File: src/rtl/ssp_pkg.sv
package ssp_pkg;

    localparam int BUS_AW = 12;

    localparam logic [BUS_AW-1:0] OFS_CTRL0  = 12'h000;
    localparam logic [BUS_AW-1:0] OFS_CTRL1  = 12'h004;
    localparam logic [BUS_AW-1:0] OFS_DATA   = 12'h008;
    localparam logic [BUS_AW-1:0] OFS_STAT   = 12'h00C;
    localparam logic [BUS_AW-1:0] OFS_PRESC  = 12'h010;
    localparam logic [BUS_AW-1:0] OFS_IMASK  = 12'h014;
    localparam logic [BUS_AW-1:0] OFS_RAW    = 12'h018;
    localparam logic [BUS_AW-1:0] OFS_MASKED = 12'h01C;
    localparam logic [BUS_AW-1:0] OFS_DMA    = 12'h020;

    typedef enum logic [0:0] {
        ENG_IDLE = 1'b0,
        ENG_EXCH = 1'b1
    } eng_state_t;

    function automatic logic [7:0] id_byte(input logic [2:0] idx);
        case (idx)
            3'd0:    return 8'h22;
            3'd1:    return 8'h10;
            3'd2:    return 8'h04;
            3'd3:    return 8'h00;
            3'd4:    return 8'h0D;
            3'd5:    return 8'hF0;
            3'd6:    return 8'h05;
            default: return 8'hB1;
        endcase
    endfunction

endpackage

File: src/rtl/ssp_fifo.sv
module ssp_fifo #(
    parameter int DEPTH = 8,
    parameter int W     = 16,
    localparam int PW   = $clog2(DEPTH),
    localparam int CW   = $clog2(DEPTH + 1)
) (
    input  logic          clk,
    input  logic          rst_n,
    input  logic          push,
    input  logic [W-1:0]  wdata,
    input  logic          pop,
    output logic [W-1:0]  rdata,
    output logic [CW-1:0] count
);
    logic [W-1:0]  mem [DEPTH];
    logic [PW-1:0] wr_ptr, rd_ptr;

    function automatic logic [PW-1:0] bump(input logic [PW-1:0] p);
        return (p == PW'(DEPTH - 1)) ? '0 : p + 1'b1;
    endfunction

    assign rdata = mem[rd_ptr];

    always_ff @(posedge clk or negedge rst_n) begin
        if (!rst_n) begin
            wr_ptr <= '0;
            rd_ptr <= '0;
            count  <= '0;
        end else begin
            if (push) wr_ptr <= bump(wr_ptr);
            if (pop)  rd_ptr <= bump(rd_ptr);
            count <= count + CW'(push) - CW'(pop);
        end
    end

    always_ff @(posedge clk) begin
        if (push) mem[wr_ptr] <= wdata;
    end
endmodule

File: src/rtl/ssp_engine.sv
module ssp_engine
    import ssp_pkg::*;
#(
    parameter int W = 16
) (
    input  logic         clk,
    input  logic         rst_n,
    input  logic         enable,
    input  logic         loopback,
    input  logic [W-1:0] mask,
    input  logic         tx_empty,
    input  logic [W-1:0] tx_head,
    input  logic         rx_full,
    output logic         tx_pop,
    output logic         rx_push,
    output logic [W-1:0] rx_data,
    output logic         xfer_req,
    output logic [W-1:0] xfer_out,
    input  logic         xfer_ack,
    input  logic [W-1:0] xfer_in
);
    eng_state_t state_q, state_d;
    logic [W-1:0] word_q;
    logic         start;

    assign start = enable && !tx_empty && !rx_full;

    always_ff @(posedge clk or negedge rst_n) begin
        if (!rst_n) begin
            state_q <= ENG_IDLE;
            word_q  <= '0;
        end else begin
            state_q <= state_d;
            if (state_q == ENG_IDLE && start && !loopback) word_q <= tx_head;
        end
    end

    always_comb begin
        state_d  = state_q;
        tx_pop   = 1'b0;
        rx_push  = 1'b0;
        rx_data  = '0;
        xfer_req = 1'b0;
        xfer_out = word_q;
        unique case (state_q)
            ENG_IDLE: begin
                if (start) begin
                    tx_pop = 1'b1;
                    if (loopback) begin
                        rx_push = 1'b1;
                        rx_data = tx_head & mask;
                    end else begin
                        state_d = ENG_EXCH;
                    end
                end
            end
            ENG_EXCH: begin
                xfer_req = 1'b1;
                if (xfer_ack) begin
                    rx_push = 1'b1;
                    rx_data = xfer_in & mask;
                    state_d = ENG_IDLE;
                end
            end
        endcase
    end
endmodule

File: src/rtl/ssp_ctrl.sv
module ssp_ctrl
    import ssp_pkg::*;
#(
    parameter int DEPTH  = 8,
    parameter int WORD_W = 16,
    localparam int CNT_W = $clog2(DEPTH + 1),
    localparam int SZ_W  = $clog2(WORD_W),
    localparam int HALF  = DEPTH / 2
) (
    input  logic              clk,
    input  logic              rst_n,
    input  logic              bus_sel,
    input  logic              bus_wr,
    input  logic [11:0]       bus_addr,
    input  logic [31:0]       bus_wdata,
    output logic [31:0]       bus_rdata,
    output logic              irq,
    output logic              xfer_req,
    output logic [WORD_W-1:0] xfer_out,
    input  logic              xfer_ack,
    input  logic [WORD_W-1:0] xfer_in
);
    logic [15:0]       ctrl0_q;
    logic [3:0]        ctrl1_q;
    logic [7:0]        presc_q;
    logic [3:0]        imask_q;
    logic [WORD_W-1:0] word_mask;
    logic [11:0]       ofs;
    logic              wr_en, rd_en;

    logic              tx_push, tx_pop, rx_push, rx_pop;
    logic [WORD_W-1:0] tx_head, rx_head, rx_wdata;
    logic [CNT_W-1:0]  tx_cnt, rx_cnt;
    logic              tx_empty, tx_full, rx_empty, rx_full;
    logic [4:0]        status;
    logic [3:0]        raw_int;

    assign ofs   = {bus_addr[11:2], 2'b00};
    assign wr_en = bus_sel && bus_wr;
    assign rd_en = bus_sel && !bus_wr;

    always_comb begin
        for (int i = 0; i < WORD_W; i++)
            word_mask[i] = (i <= int'(ctrl0_q[SZ_W-1:0]));
    end

    always_ff @(posedge clk or negedge rst_n) begin
        if (!rst_n) begin
            ctrl0_q <= '0;
            ctrl1_q <= '0;
            presc_q <= '0;
            imask_q <= '0;
        end else if (wr_en) begin
            unique case (ofs)
                OFS_CTRL0: ctrl0_q <= bus_wdata[15:0];
                OFS_CTRL1: ctrl1_q <= bus_wdata[3:0];
                OFS_PRESC: presc_q <= bus_wdata[7:0];
                OFS_IMASK: imask_q <= bus_wdata[3:0];
                default:   ;
            endcase
        end
    end

    assign tx_empty = (tx_cnt == '0);
    assign tx_full  = (tx_cnt == CNT_W'(DEPTH));
    assign rx_empty = (rx_cnt == '0);
    assign rx_full  = (rx_cnt == CNT_W'(DEPTH));
    assign tx_push  = wr_en && (ofs == OFS_DATA) && !tx_full;
    assign rx_pop   = rd_en && (ofs == OFS_DATA) && !rx_empty;

    ssp_fifo #(.DEPTH(DEPTH), .W(WORD_W)) u_txq (
        .clk(clk), .rst_n(rst_n), .push(tx_push),
        .wdata(bus_wdata[WORD_W-1:0] & word_mask),
        .pop(tx_pop), .rdata(tx_head), .count(tx_cnt)
    );

    ssp_fifo #(.DEPTH(DEPTH), .W(WORD_W)) u_rxq (
        .clk(clk), .rst_n(rst_n), .push(rx_push), .wdata(rx_wdata),
        .pop(rx_pop), .rdata(rx_head), .count(rx_cnt)
    );

    ssp_engine #(.W(WORD_W)) u_eng (
        .clk(clk), .rst_n(rst_n),
        .enable(ctrl1_q[1]), .loopback(ctrl1_q[0]), .mask(word_mask),
        .tx_empty(tx_empty), .tx_head(tx_head), .rx_full(rx_full),
        .tx_pop(tx_pop), .rx_push(rx_push), .rx_data(rx_wdata),
        .xfer_req(xfer_req), .xfer_out(xfer_out),
        .xfer_ack(xfer_ack), .xfer_in(xfer_in)
    );

    assign status  = {!tx_empty, rx_full, !rx_empty, !tx_full, tx_empty};
    assign raw_int = {(tx_cnt <= CNT_W'(HALF)), (rx_cnt >= CNT_W'(HALF)), 2'b00};
    assign irq     = |(raw_int & imask_q);

    always_comb begin
        bus_rdata = '0;
        if (bus_addr[11:5] == 7'h7F) begin
            bus_rdata = 32'(id_byte(bus_addr[4:2]));
        end else begin
            case (ofs)
                OFS_CTRL0:  bus_rdata = 32'(ctrl0_q);
                OFS_CTRL1:  bus_rdata = 32'(ctrl1_q);
                OFS_DATA:   bus_rdata = rx_empty ? '0 : 32'(rx_head);
                OFS_STAT:   bus_rdata = 32'(status);
                OFS_PRESC:  bus_rdata = 32'(presc_q);
                OFS_IMASK:  bus_rdata = 32'(imask_q);
                OFS_RAW:    bus_rdata = 32'(raw_int);
                OFS_MASKED: bus_rdata = 32'(raw_int & imask_q);
                default:    bus_rdata = '0;
            endcase
        end
    end
endmodule

File: config.mk
export PLATFORM = sky130hd
export DESIGN_NAME = ssp_ctrl
export DESIGN_NICKNAME = d
export VERILOG_FILES = /design/src/rtl/ssp_pkg.sv /design/src/rtl/ssp_fifo.sv /design/src/rtl/ssp_engine.sv /design/src/rtl/ssp_ctrl.sv
export SDC_FILE = /design/constraint.sdc
export NUM_CORES = 1
export LEC_CHECK = 0
export BUFFER_PORTS_ARGS = -buffer_cell sky130_fd_sc_hd__buf_2
export CORE_MARGIN = 2
export CORE_UTILIZATION = 55
export CTS_BUF_LIST = sky130_fd_sc_hd__clkbuf_8
export CTS_CLUSTER_DIAMETER = 80
export DETAILED_ROUTE_END_ITERATION = 10
export HOLD_SLACK_MARGIN = 0.05
export MAX_ROUTING_LAYER = met4
export PLACE_DENSITY = 0.75
export SLEW_MARGIN = 20
export SYNTH_ARGS = -nofsm -noshare
export SYNTH_HDL_FRONTEND = slang
export SYNTH_SLANG_ARGS = --single-unit
File: constraint.sdc
create_clock -name clk -period 6.37 [get_ports clk]
set_input_delay 0.9555 -clock clk [delete_from_list [all_inputs] [get_ports clk]]
set_output_delay 0.9555 -clock clk [all_outputs]
set_load 0.05 [all_outputs]
==> results by group, run 1 <==
Run status
  – Status: completed

Logic synthesis
  – Most numerous cell in the Yosys netlist: edfxtp_1
  – Synth cell count leaders: edfxtp_1 (256), mux2_2 (72), dfrtp_1 (69)
  – Synth Instances: 793
  – Seq/Total Area, Yosys: 68.2%
  – Top-area cell type share of the netlist area: 55.7%
  – Synth warn: 0
  – Synth area leaders: edfxtp_1 (56%), dfrtp_1 (13%), mux4_2 (11%)
  – Asr flop ratio synth: 21.2%
  – Distinct cells, synth: 58
  – Cell area after synthesis: 0.0138 sq mm
  – Number of synthesized flops with an enable pin: 256
  – Yosys top cell by area: edfxtp_1
  – #FFs+latches synth: 325
  – Syn avg cell area: 17.4 sq um
  – Ys flop type: edfxtp_1

Hold path
  – Min-delay worst type: flip-flop to flip-flop

Clock network
  – Root Buffer: clkbuf_8
  – CTS sink count: 325
  – Latest clock arrival within the worst-skew pair: 0.58 ns
  – Clk buf depth: 3
  – H-tree depth: 2
  – Clk pin slew, worst setup/hold paths: 0.06 ns
  – Setup bufs post-CTS: 0
  – CTS tree: yes
  – Post-cts hold buffer count: 0
  – CTS buffer count: 50
  – Post-CTS sizing: 0

Die
  – Site Rows: 57
  – Initial Util: 56.5%
  – Die width: 162 um
  – Die Ht: 162 um
  – Core box area: 0.0245 sq mm
  – Ports: 115
  – Die area: 0.0264 sq mm

Timing
  – Fmax: 234 MHz
  – Worst-margin pin slew: 1.05 ns
  – Hold Vio Cnt, Final: 0
  – Final setup fails: 0
  – Fin crit share: 67.1%
  – Worst Clk Skew: 0.0312 ns
  – Relative max-transition margin: 30.1%
  – Post-route setup TNS: 0 ns
  – Unrepaired setup endpoints after global routing: false
  – Final Max Tran Viols: 0
  – Tmin final: 4.27 ns

Setup path
  – Worst reg2reg startpoint: u_rxq.count[2]
  – CP endpoint kind: output port
  – Reg-to-reg slack, setup: 2.99 ns
  – CP max FO: 17
  – Worst Setup Start Kind: input port
  – CP required: 5.41 ns
  – Critical path class: input port to output port
  – Worst Reg-to-Reg Cells: 12
  – CP Data Arrival Time: 3.32 ns
  – Worst setup path startpoint: bus_addr[9]
  – End of the critical path: bus_rdata[6]
  – RR Endpoint: u_rxq.count[3]

Routing
  – Initial DRC Count: 752
  – # DRC: 0
  – DRT antenna net count: 0
  – Vias per std cell: 5.82
  – First-pass iteration count of the detailed router: 5
  – WL final: 28.5 mm
  – Drt wl/cell: 22.2 um
  – Via count: 7438

Global routing
  – Number of global-route vias before repair: 7645
  – Gr usage total: 23.0%
  – Gr ovfl total: 0
  – Initial antenna violation count: 1
  – First-pass GRT wire length: 43.7 mm
  – Largest net degree at the start of global routing: 70

Power and ir drop
  – Max IR drop VDD: 0.185 mV
  – Clock share of power: 38.2%
  – Power Dens Cells: 275 mW/mm^2
  – Pleak: 6.02 nW
  – Sw Pwr: 1.01 mW
  – Combinational group share of total power: 7.6%
  – Internal Pwr Total: 3.29 mW
  – Sw Ratio: 23.5%
  – Flop pwr share: 54.2%

Placement
  – I/O Buffers: 80
  – Placer Congestion: 0.895
  – Placed cell count: 1184
  – DP Wirelength: 18.5 mm

Final layout
  – Fillers: 1711
  – Share of cells above drive strength 1: 33.6%
  – Area of the multi-input gates: 0.00416 sq mm
  – Register area: 0.00942 sq mm
  – Finished Layout Cells: 1279
  – Final net count: 1001
  – Area Growth Syn to Fin: 13.1%

Run
  – Max capacitance violation total: 0
## state kept, by name, summed over array words and instances, names as in the netlist
| register | count |
|---|---|
| u_rxq.wr_ptr | 3 |
| u_eng.state_q | 1 |
| presc_q | 8 |
| u_txq.rd_ptr | 3 |
| u_rxq.mem | 128 |
| ctrl0_q | 16 |
| u_rxq.rd_ptr | 3 |
| ctrl1_q | 4 |
| u_txq.count | 4 |
| u_eng.xfer_out | 16 |
| u_txq.wr_ptr | 3 |
| u_txq.mem | 128 |
| u_rxq.count | 4 |
| imask_q | 4 |
## worst min-delay path by stage
stage / cells after the start / to / from / slack, ns
2_1_floorplan: 1 / presc_q[1] / presc_q[1] / 0.47
3_3_place_gp: 1 / presc_q[1] / presc_q[1] / 0.48
3_5_place_dp: 1 / presc_q[1] / presc_q[1] / 0.49
4_1_cts: 1 / u_eng.xfer_out[9] / u_eng.xfer_out[9] / 0.51
5_1_grt: 1 / u_eng.xfer_out[9] / u_eng.xfer_out[9] / 0.52
6_report: 1 / u_eng.xfer_out[9] / u_eng.xfer_out[9] / 0.50
## layout make-up
| cell class | count | share of cell area [%] |
|---|---|---|
| clock inverters | 37 | 1.22 |
| repair buffers | 103 | 3.68 |
| multi-input cells | 407 | 26.6 |
| flip-flops and latches | 325 | 60.3 |
| clock buffers | 57 | 5.02 |
| inverters | 25 | 0.600 |
| diodes | 1 | 0.0160 |
| well taps | 324 | 2.59 |
## layer usage
metal / share of wire [%] / global-route usage, % / wire length [um] / vias to the layer above
met4: 2.0 / 6.84 / 582 / 0
met3: 5.7 / 4.10 / 1620 / 43
met2: 51 / 36.9 / 14500 / 243
li1: - / - / - / 3333
met1: 41 / 30.6 / 11800 / 3819
met5: 0 / - / 0 / -
## worst max-delay path, stage by stage
cell       delay, ns
buf_2           0.11
or4_4           0.56
or4b_1          0.91
nor2_1          0.25
a2bb2oi_1       0.23
buf_2           0.30
## power groups by stage
stage	clock network, mW	registers (mW)	logic [mW]
finish	1.64	2.33	0.325
global route	1.78	2.33	0.358
CTS	1.67	2.33	0.328
detailed placement	0	2.37	0.326
global placement	0	2.37	0.319
floorplan	0	2.41	0.197
## metrics by stage
stage | worst slack [ns] | cell area (sq um) | total power, mW | hold slack (ns) | util (%)
floorplan | 1.99 | 13900 | 2.61 | 0.474 | -
global placement | 2.13 | 14700 | 2.69 | 0.484 | 59.9
detailed placement | 2.09 | 14700 | 2.70 | 0.489 | 59.9
CTS | 2.09 | 15600 | 4.33 | 0.505 | 63.9
global route | 2.05 | 15600 | 4.47 | 0.521 | 63.9
finish | 2.10 | 15600 | 4.30 | 0.501 | 63.9
## placed cells by master (no fill, tap or decap), types with 6 or more instances in the layout
master	instances
nor2_1	41
buf_2	79
mux2i_1	23
mux2_2	72
clkbuf_8	57
buf_4	24
a22oi_1	15
nor2b_1	12
ha_1	22
clkinv_1	6
conb_1	16
dfrtp_1	66
mux4_2	65
inv_1	48
o21ai_0	17
nand2_1	24
a21oi_1	10
edfxtp_1	256
nand2b_1	7
## cell families (layout without fill, tap and decap cells)
group | Yosys count | in the layout | synth area share [%]
fa+ha+maj | 24 | 24 | 2.28
mux | 160 | 160 | 18.1
buf+inv | 76 | 222 | 2.59
simple gates | 130 | 130 | 4.93
compound gates | 73 | 73 | 3.63
flops | 325 | 325 | 68.2
xor+xnor | 4 | 4 | 0.254
other cells | 1 | 17 | 0.0271
No activity file was read; power rests on OpenSTA's default activity.
==> run 2: changes to the inputs <==
--- a/config.mk
+++ b/config.mk
@@ -13,7 +13,7 @@
 export DETAILED_ROUTE_END_ITERATION = 10
 export HOLD_SLACK_MARGIN = 0.05
 export MAX_ROUTING_LAYER = met4
-export PLACE_DENSITY = 0.75
+export PLACE_DENSITY = 0.78
 export SLEW_MARGIN = 20
 export SYNTH_ARGS = -nofsm -noshare
 export SYNTH_HDL_FRONTEND = slang
==> constraint.sdc (replaced) <==
create_clock -name clk -period 3.65 [get_ports clk]
set_input_delay 0.5475 -clock clk [delete_from_list [all_inputs] [get_ports clk]]
set_output_delay 0.5475 -clock clk [all_outputs]
set_load 0.05 [all_outputs]
==> run 2 against run 1 <==
- register-to-register slack lost 2.4 ns
- global-route usage grew 1.1 points
- via count grew 4.4%
- final cell count grew 0.94%
- combinational power grew 70%
- non-clock buffer count grew 11
- sequential share of layout area shrank 0.30 points
==> results by group, run 2 (synthesized netlist as in run 1, its figures left out) <==
Run status
  – Status: completed

Timing
  – Fin crit share: 94.5%
  – Final setup fails: 0
  – Worst Clk Skew: 0.0381 ns
  – Post-route setup TNS: 0 ns
  – Hold Vio Cnt, Final: 0
  – Unrepaired setup endpoints after global routing: false
  – Worst-margin pin slew: 1.04 ns
  – Tmin final: 3.45 ns
  – Final Max Tran Viols: 0
  – Relative max-transition margin: 30.2%
  – Fmax: 290 MHz

Global routing
  – Number of global-route vias before repair: 7739
  – First-pass GRT wire length: 45.4 mm
  – Initial antenna violation count: 2
  – Met2 GRT Util: 36.4%
  – Largest net degree at the start of global routing: 70
  – Top Usage Layer GRT: met2
  – Gr usage total: 24.1%
  – Gr ovfl total: 0
  – Routing usage on met3: 4.91%
  – GRT met1 Usage: 33.4%

Final layout
  – Area of the multi-input gates: 0.00416 sq mm
  – Largest regs: u_rxq.mem (128), u_txq.mem (128)
  – Commonest non-fill, non-tap cell in the layout: edfxtp_1
  – Area Growth Syn to Fin: 13.7%
  – Register area: 0.00942 sq mm
  – Final net count: 1012
  – Fillers: 1687
  – Fin util: 64.2%
  – Most frequent cells in the layout: edfxtp_1 (256), buf_2 (79), mux2_2 (72)
  – Share of cells above drive strength 1: 34.4%

Clock network
  – Root Buffer: clkbuf_8
  – Setup bufs post-CTS: 0
  – Clk pin slew, worst setup/hold paths: 0.06 ns
  – Clk buf depth: 3
  – H-tree depth: 2
  – CTS buffer count: 50
  – CTS sink count: 325
  – CTS tree: yes
  – Post-cts hold buffer count: 0
  – Post-CTS sizing: 0
  – Latest clock arrival within the worst-skew pair: 0.59 ns

Power and ir drop
  – Max IR drop VDD: 0.361 mV
  – Flop pwr share: 54.3%
  – Power Dens Cells: 479 mW/mm^2
  – Combinational group share of total power: 7.4%
  – Sw Ratio: 24.0%
  – Internal Pwr Total: 5.72 mW
  – Pleak: 6.06 nW
  – Clock share of power: 38.4%
  – Sw Pwr: 1.80 mW

Die
  – Die width: 162 um
  – Site Rows: 57
  – Die area: 0.0264 sq mm
  – Initial Util: 56.5%
  – Core box area: 0.0245 sq mm
  – Ports: 115
  – Die Ht: 162 um

Setup path
  – Critical path class: flip-flop to output port
  – CP endpoint kind: output port
  – CP max FO: 18
  – Worst reg2reg startpoint: u_txq.count[2]
  – CP Data Arrival Time: 2.90 ns
  – CP required: 3.10 ns
  – Worst Setup Start Kind: flip-flop
  – Worst setup path startpoint: u_rxq.rd_ptr[0]

Placement
  – I/O Buffers: 80
  – DP Wirelength: 19.3 mm
  – Placer Congestion: 0.872

Routing
  – First-pass iteration count of the detailed router: 6
  – WL final: 29.9 mm
  – # DRC: 0
  – Drt wl/cell: 23.1 um
  – Vias per std cell: 6.01
  – Via count: 7762
  – Initial DRC Count: 804
  – DRT antenna net count: 0

Run
  – Max capacitance violation total: 0

Hold path
  – Min-delay worst type: input port to async pin
## run 2: cell count changes in the layout (fill, tap and decap cells not counted)
cell,previous run,this run
buf_4,24,35
inv_1,48,43
clkinv_1,6,10
clkinv_2,5,7
clkbuf_8,57,56
dfrtp_1,66,67
dfrtp_2,3,2
diode_2,1,2
## run 2: area by class of cell
cell class	count	share of cell area (%)
multi-input combinational	407	26.5
antenna	2	0.0319
clock buffer	56	4.91
timing repair buffer	114	4.19
tap	324	2.58
sequential	325	60.0
clock inverter	38	1.26
inverter	25	0.598
## run 2: worst paths after layout
check,cells after the start,slack [ns],end
max,5,0.20,bus_rdata[9]
min,1,0.10,u_eng.xfer_out[13]
max reg2reg,10,0.60,u_txq.count[2]
min reg2reg,1,0.50,u_eng.xfer_out[5]
max in group asynchronous,1,2.88,u_rxq.rd_ptr[0]
min in group clk,2,0.21,ctrl0_q[11]
## run 2: worst max-delay path, stage by stage (launching register included)
cell and delay (ns):
dfrtp_2 0.71, buf_4 0.42, mux4_2 0.55, mux2i_1 0.28, o21ai_0 0.13, buf_2 0.22
## run 2: metrics by stage
stage               power, mW  hold slack, ns  instances  setup WS [ns]  cell area [sq um]
finish                   7.52           0.105       1291          0.200              15700
global route             7.80           0.183       1291       0.000934              15700
CTS                      7.57           0.133       1289         0.0952              15700
detailed placement       4.71           0.487       1195          0.328              14700
global placement         4.70           0.482       1195          0.333              14700
floorplan                4.55           0.252        808         0.0888              13900
## run 2: per-layer routing
layer  vias up  routed length (um)  part of all wire, %
met5         -                   0                    0
met4         0                 692                  2.3
met3        56                2770                  9.3
met2       393               14000                   47
met1      3952               12400                   41
li1       3361                   -                    -
## run 2: power by group through the flow
stage               Combinational [mW]  Sequential, mW  Clock, mW
finish                           0.554            4.08       2.89
global route                     0.604            4.09       3.11
CTS                              0.559            4.08       2.93
detailed placement               0.556            4.16          0
global placement                 0.544            4.15          0
floorplan                        0.343            4.21          0
